File: src/rtl/dma_pkg.sv
package dma_pkg;

    typedef enum logic [2:0] {
        ST_IDLE  = 3'd0,
        ST_REQ   = 3'd1,
        ST_READ  = 3'd2,
        ST_WRITE = 3'd3,
        ST_GAP   = 3'd4,
        ST_DONE  = 3'd5
    } dma_state_e;

    // register indices seen on reg_sel
    localparam logic [2:0] IDX_SRC  = 3'd0;
    localparam logic [2:0] IDX_DST  = 3'd1;
    localparam logic [2:0] IDX_LEN  = 3'd2;
    localparam logic [2:0] IDX_CTRL = 3'd3;
    localparam logic [2:0] IDX_STAT = 3'd4;

    // field positions
    localparam int CTRL_START_BIT = 0;
    localparam int CTRL_MODE_BIT  = 1;
    localparam int CTRL_GAP_LSB   = 4;
    localparam int STAT_BUSY_BIT  = 0;
    localparam int STAT_DONE_BIT  = 1;

endpackage

File: src/rtl/dma_regs.sv
module dma_regs
    import dma_pkg::*;
#(
    parameter int REG_W = 32,
    parameter int LEN_W = 16,
    parameter int GAP_W = 4
) (
    input  logic             clk,
    input  logic             rst_n,
    input  logic             reg_we,
    input  logic [2:0]       reg_sel,
    input  logic [REG_W-1:0] reg_wdata,
    output logic [REG_W-1:0] reg_rdata,
    input  logic             busy,
    input  logic             done_set,
    output logic             go,
    output logic [REG_W-1:0] src_o,
    output logic [REG_W-1:0] dst_o,
    output logic [LEN_W-1:0] len_o,
    output logic             mode_o,
    output logic [GAP_W-1:0] gap_o
);

    typedef struct packed {
        logic [REG_W-1:0] src;
        logic [REG_W-1:0] dst;
        logic [LEN_W-1:0] len;
        logic             mode;
        logic [GAP_W-1:0] gap;
        logic             done;
    } regs_t;

    regs_t r_d, r_q;
    logic  accept;
    logic  zero_start;
    logic  clr_done;

    always_comb begin
        r_d        = r_q;
        go         = 1'b0;
        zero_start = 1'b0;
        // programming registers are frozen while a transfer runs
        accept     = reg_we && !busy;
        if (accept) begin
            case (reg_sel)
                IDX_SRC: r_d.src = reg_wdata;
                IDX_DST: r_d.dst = reg_wdata;
                IDX_LEN: r_d.len = reg_wdata[LEN_W-1:0];
                IDX_CTRL: begin
                    r_d.mode = reg_wdata[CTRL_MODE_BIT];
                    r_d.gap  = reg_wdata[CTRL_GAP_LSB +: GAP_W];
                    if (reg_wdata[CTRL_START_BIT]) begin
                        // empty transfer finishes without the bus
                        if (r_q.len == '0) zero_start = 1'b1;
                        else               go         = 1'b1;
                    end
                end
                default: ;
            endcase
        end
        // clear works in any state, completion wins a tie
        clr_done = reg_we && (reg_sel == IDX_STAT) && reg_wdata[STAT_DONE_BIT];
        if (done_set || zero_start) r_d.done = 1'b1;
        else if (clr_done)          r_d.done = 1'b0;
    end

    always_ff @(posedge clk) begin
        if (!rst_n) r_q <= '0;
        else        r_q <= r_d;
    end

    always_comb begin
        reg_rdata = '0;
        case (reg_sel)
            IDX_SRC: reg_rdata = r_q.src;
            IDX_DST: reg_rdata = r_q.dst;
            IDX_LEN: reg_rdata = REG_W'(r_q.len);
            IDX_CTRL: begin
                reg_rdata[CTRL_MODE_BIT]             = r_q.mode;
                reg_rdata[CTRL_GAP_LSB +: GAP_W]     = r_q.gap;
            end
            IDX_STAT: begin
                reg_rdata[STAT_BUSY_BIT] = busy;
                reg_rdata[STAT_DONE_BIT] = r_q.done;
            end
            default: reg_rdata = '0;
        endcase
    end

    assign src_o  = r_q.src;
    assign dst_o  = r_q.dst;
    assign len_o  = r_q.len;
    assign mode_o = r_d.mode;
    assign gap_o  = r_d.gap;

endmodule

File: src/rtl/dma_mover.sv
module dma_mover
    import dma_pkg::*;
#(
    parameter int ADDR_W = 32,
    parameter int DATA_W = 32,
    parameter int LEN_W  = 16,
    parameter int GAP_W  = 4
) (
    input  logic              clk,
    input  logic              rst_n,
    input  logic              go,
    input  logic [ADDR_W-1:0] go_src,
    input  logic [ADDR_W-1:0] go_dst,
    input  logic [LEN_W-1:0]  go_len,
    input  logic              go_mode,
    input  logic [GAP_W-1:0]  go_gap,
    output logic              busy,
    output logic              done_set,
    output logic              bus_req,
    input  logic              bus_gnt,
    output logic              m_rd,
    output logic              m_wr,
    output logic [ADDR_W-1:0] m_addr,
    output logic [DATA_W-1:0] m_wdata,
    input  logic [DATA_W-1:0] m_rdata
);

    localparam logic [GAP_W-1:0] GAP_ONE = GAP_W'(1);

    typedef struct packed {
        dma_state_e        st;
        logic [ADDR_W-1:0] src;
        logic [ADDR_W-1:0] dst;
        logic [LEN_W-1:0]  rem;
        logic [DATA_W-1:0] data;
        logic              mode;
        logic [GAP_W-1:0]  n;
        logic [GAP_W-1:0]  cnt;
    } mv_t;

    mv_t m_d, m_q;

    always_comb begin
        m_d = m_q;
        case (m_q.st)
            ST_IDLE: begin
                if (go) begin
                    m_d.src  = go_src;
                    m_d.dst  = go_dst;
                    m_d.rem  = go_len;
                    m_d.mode = go_mode;
                    m_d.n    = (go_gap == '0) ? GAP_ONE : go_gap;
                    m_d.st   = ST_REQ;
                end
            end
            ST_REQ: begin
                // no bus cycle before mastership is granted
                if (bus_gnt) m_d.st = ST_READ;
            end
            ST_READ: begin
                m_d.data = m_rdata;
                m_d.st   = ST_WRITE;
            end
            ST_WRITE: begin
                m_d.src = m_q.src + ADDR_W'(1);
                m_d.dst = m_q.dst + ADDR_W'(1);
                m_d.rem = m_q.rem - LEN_W'(1);
                if (m_q.rem == LEN_W'(1)) begin
                    m_d.st = ST_DONE;
                end else if (!m_q.mode) begin
                    m_d.st = ST_READ;           // keep the bus
                end else if (m_q.n == GAP_ONE) begin
                    m_d.st = ST_REQ;            // N of one, no gap
                end else begin
                    m_d.cnt = m_q.n - GAP_ONE;  // release for N-1
                    m_d.st  = ST_GAP;
                end
            end
            ST_GAP: begin
                if (m_q.cnt == GAP_ONE) m_d.st  = ST_REQ;
                else                    m_d.cnt = m_q.cnt - GAP_ONE;
            end
            ST_DONE: m_d.st = ST_IDLE;
            default: m_d.st = ST_IDLE;
        endcase
    end

    always_ff @(posedge clk) begin
        if (!rst_n) m_q <= '0;
        else        m_q <= m_d;
    end

    assign busy     = (m_q.st != ST_IDLE);
    assign done_set = (m_q.st == ST_DONE);
    assign bus_req  = (m_q.st == ST_REQ) || (m_q.st == ST_READ) || (m_q.st == ST_WRITE);
    assign m_rd     = (m_q.st == ST_READ);
    assign m_wr     = (m_q.st == ST_WRITE);
    assign m_addr   = (m_q.st == ST_READ) ? m_q.src : m_q.dst;
    assign m_wdata  = m_q.data;

endmodule

File: src/rtl/dma_xfer_engine.sv
module dma_xfer_engine
    import dma_pkg::*;
#(
    parameter int ADDR_W = 32,
    parameter int DATA_W = 32,
    parameter int LEN_W  = 16,
    parameter int GAP_W  = 4
) (
    input  logic              clk,
    input  logic              rst_n,
    input  logic              reg_we,
    input  logic [2:0]        reg_sel,
    input  logic [ADDR_W-1:0] reg_wdata,
    output logic [ADDR_W-1:0] reg_rdata,
    output logic              bus_req,
    input  logic              bus_gnt,
    output logic              m_rd,
    output logic              m_wr,
    output logic [ADDR_W-1:0] m_addr,
    output logic [DATA_W-1:0] m_wdata,
    input  logic [DATA_W-1:0] m_rdata
);

    logic              busy;
    logic              done_set;
    logic              go;
    logic [ADDR_W-1:0] cfg_src;
    logic [ADDR_W-1:0] cfg_dst;
    logic [LEN_W-1:0]  cfg_len;
    logic              cfg_mode;
    logic [GAP_W-1:0]  cfg_gap;

    dma_regs #(
        .REG_W (ADDR_W),
        .LEN_W (LEN_W),
        .GAP_W (GAP_W)
    ) regs_i (
        .clk       (clk),
        .rst_n     (rst_n),
        .reg_we    (reg_we),
        .reg_sel   (reg_sel),
        .reg_wdata (reg_wdata),
        .reg_rdata (reg_rdata),
        .busy      (busy),
        .done_set  (done_set),
        .go        (go),
        .src_o     (cfg_src),
        .dst_o     (cfg_dst),
        .len_o     (cfg_len),
        .mode_o    (cfg_mode),
        .gap_o     (cfg_gap)
    );

    dma_mover #(
        .ADDR_W (ADDR_W),
        .DATA_W (DATA_W),
        .LEN_W  (LEN_W),
        .GAP_W  (GAP_W)
    ) mover_i (
        .clk      (clk),
        .rst_n    (rst_n),
        .go       (go),
        .go_src   (cfg_src),
        .go_dst   (cfg_dst),
        .go_len   (cfg_len),
        .go_mode  (cfg_mode),
        .go_gap   (cfg_gap),
        .busy     (busy),
        .done_set (done_set),
        .bus_req  (bus_req),
        .bus_gnt  (bus_gnt),
        .m_rd     (m_rd),
        .m_wr     (m_wr),
        .m_addr   (m_addr),
        .m_wdata  (m_wdata),
        .m_rdata  (m_rdata)
    );

endmodule

File: config.mk
export PLATFORM = sky130hd
export DESIGN_NAME = dma_xfer_engine
export DESIGN_NICKNAME = d
export VERILOG_FILES = /design/src/rtl/dma_pkg.sv /design/src/rtl/dma_regs.sv /design/src/rtl/dma_mover.sv /design/src/rtl/dma_xfer_engine.sv
export SDC_FILE = /design/constraint.sdc
export NUM_CORES = 1
export LEC_CHECK = 0
export ABC_AREA = 1
export ABC_CLOCK_PERIOD_IN_PS = 3450
export BUFFER_PORTS_ARGS = -buffer_cell sky130_fd_sc_hd__buf_2
export CORE_MARGIN = 5
export CORE_UTILIZATION = 28
export DETAILED_ROUTE_END_ITERATION = 10
export PLACE_DENSITY = 0.52
export SLEW_MARGIN = 20
export SYNTH_ARGS = -nofsm -noshare
export SYNTH_HDL_FRONTEND = slang
export SYNTH_SLANG_ARGS = --single-unit
export TNS_END_PERCENT = 10
File: constraint.sdc
create_clock -name clk -period 3.45 [get_ports clk]
set_clock_uncertainty 0.2 [all_clocks]
set_input_delay 0.69 -clock clk [delete_from_list [all_inputs] [get_ports clk]]
set_output_delay 0.69 -clock clk [all_outputs]
set_load 0.005 [all_outputs]
==> qor.txt <==
port bufs: 169
Peak Freq: 307 MHz
GR Util met2: 27.6%
min Tclk post-route: 3.26 ns
Hold/Removal Path Class: in -> reg
Ports: 170
worst slew pin tran: 0.929 ns
CTS buffer count: 27
vias in the first global route: 11,300
hold violation total from the final report: 0
starting density of the core: 28.4%
diode count: 0
met1 GRT Util: 27.4%
Layout Nets: 2,056
slowest stage cell, crit path: nand3_4
Clock Latency Late Sink: 0.58 ns
Req. time, crit path: 2.56 ns
routed via count: 12,500
most instantiated library cell after synthesis: nand2_1
Sink Count: 210
M3 GR Usage: 2.53%
WS Path Type: reg -> out
Chip Height: 214 um
WL/cell: 17.4 um
pin count of the biggest net entering global routing: 97
PD cells: 425 mW/mm^2
top cell type's share of synthesized area: 36.1%
Seq/Total Area, Yosys: 36.1%
TritonCTS clock tree: built
fill count: 4,554
Die ar.: 0.0458 mm^2
RSZ-0062 raised after global routing: no
initial antenna violation count: 1
crit path max fanout: 42
WP buf/inv: 3
Synth cell types: 37
Final HPWL DP: 32.6 mm
WP data arrival: 2.37 ns
CP startpoint kind: register
Die W: 214 um
most frequent cells after synthesis: 495 x nand2_1, 318 x nor2_1, 210 x dfxtp_1
ratio of cells with drive above 1 in the final layout: 13.1%
Syn-to-layout area delta: 17.9%
core footprint: 0.0410 mm^2
fraction of registers with async set/reset: 0%
# setup viols final: 0
Cell Rows: 74
Synth Register Bits: 210
first-pass GRT wire length: 67.3 mm
Non-Filler Instances: 2,530
Critical Path Sink Type: primary output
Primary FF master, synth: dfxtp_1
routed vias/inst: 4.92
cts repair resizes: 0
RePlAce Congestion: 0.927
crit-path cells: inv_1 -> nand3_4 -> buf_4 -> nand2_1 -> o21ai_0 -> buf_2
max_cap viols: 0
instance count of the mapped netlist: 1,882
post-synth net total: 1,961
Syn Area/Cell: 6.19 um^2
GR Util All Layers: 18.1%
drt total wl: 44.1 mm
delay-heaviest family, CP: buffers and inverters
DR DRC count: 0
Yosys warning total: 0
Max Slew Vio Count: 0
# hold bufs at CTS: 0
Reg clk slew, reported paths: 0.06 ns
Clock Path Buffers: 3
gr ovfl total: 0
DRT iter0 DRCs: 1,191
Post-synth EDFFs: 0
Static Leak: 5.45 nW
DRT antenna net count: 0
postcts setup bufs: 0
synth top area cells: dfxtp_1 36%, nand2_1 16%, nor2_1 10%
placed cells: 2,480
Pre-Repair DR Iteration Count: 5
final setup TNS: 0 ns
status: finished, final reports clean
Root Driver: clkbuf_16
Syn Std Cell Area: 0.0116 mm^2
Rel. slew slack: 38.1%
H-tree depth: 1
period utilization: 94.4%
top cell type by total area after synthesis: dfxtp_1
busiest metal layer after global routing: met2
Largest stage delay, worst path: 0.42 ns
Peak VDD IR: 0.308 mV
-- worst paths after layout --
check                           from            endpoint  slack [ns]  cells past startpoint
hold reg to reg   mover_i.m_wdata[3]  mover_i.m_wdata[3]        0.26                      2
setup / recovery    mover_i.m_q[123]          m_addr[18]        0.19                      6
setup reg to reg    mover_i.m_q[123]    mover_i.m_q[104]        0.95                     10
hold / removal         reg_wdata[17]    regs_i.src_o[17]        0.15                      3
-- registers in the layout (all words and copies together), names as in the netlist --
register         count
mover_i.m_q         92
mover_i.m_wdata     32
regs_i.src_o        32
regs_i.r_q           6
regs_i.len_o        16
regs_i.dst_o        32
-- stage by stage --
step | area (um^2) | setup WS [ns] | total power [mW] | util, % | hold slack, ns
finish | 13700 | 0.195 | 5.84 | 33.5 | 0.154
global route | 13700 | 0.0147 | 6.03 | 33.5 | 0.141
CTS | 13700 | 0.169 | 5.90 | 33.5 | 0.134
detailed placement | 12800 | 0.558 | 2.88 | 31.1 | 0.252
global placement | 12800 | 0.548 | 2.87 | 31.1 | 0.249
floorplan | 11600 | 0.864 | 2.72 | - | 0.239
-- layout by cell type (no fill, tap or decap), types with 3 or more instances in the layout --
cell type	instances
bufinv_16	3
o221ai_1	6
o211ai_1	6
inv_2	4
a22o_1	15
xor2_1	4
clkbuf_8	7
a21oi_1	148
o21ai_0	150
nand3_1	175
nand3_4	3
o21bai_1	3
buf_4	22
nand4_1	16
clkinvlp_4	5
inv_1	146
clkinv_2	5
nor3_1	14
or2_2	5
buf_2	169
nor2_1	317
nand2_1	495
a31oi_1	5
o2111ai_1	3
dfxtp_1	210
clkbuf_16	27
ha_1	8
-- layer usage --
layer  vias up  wire length [um]
li1       6261                 -
met1      5758             21700
met2       386             18900
met3        54              2660
met4         0               797
met5         -                 0
-- area by class of cell --
cell class | count | area, um^2 | share of cell area, %
Clock buffer | 36 | 779 | 5.68
Inverter | 152 | 572 | 4.16
Multi-Input combinational cell | 1393 | 6280 | 45.8
Timing Repair Buffer | 193 | 1050 | 7.65
Clock inverter | 14 | 176 | 1.28
Sequential cell | 210 | 4200 | 30.6
Tap cell | 532 | 666 | 4.85
-- power breakdown --
group          switching (mW)  internal (mW)  total [mW]
clock network            1.19           1.82        3.01
logic                   0.220         0.0981       0.318
registers              0.0427           2.47        2.51
total                    1.46           4.38        5.84
-- tightest hold or removal path: cells and delay by family --
kind	cells	cell delay, ns
simple gates	2	0.12
buf+inv	1	0.09
-- logic make-up (layout without fill, tap and decap cells) --
family | count (synthesis) | after routing | share of synthesized area (%)
multiplexers | 1 | 1 | 0.0859
AO/OA/AOI/OAI | 346 | 346 | 16.1
adder cells (fa/ha/maj) | 8 | 8 | 0.859
buffers and inverters | 279 | 395 | 10.3
XOR/XNOR | 6 | 6 | 0.451
flip-flops | 210 | 210 | 36.1
AND/OR/NAND/NOR | 1032 | 1032 | 36.2
Note: power is estimated with default switching activity, not from simulation.
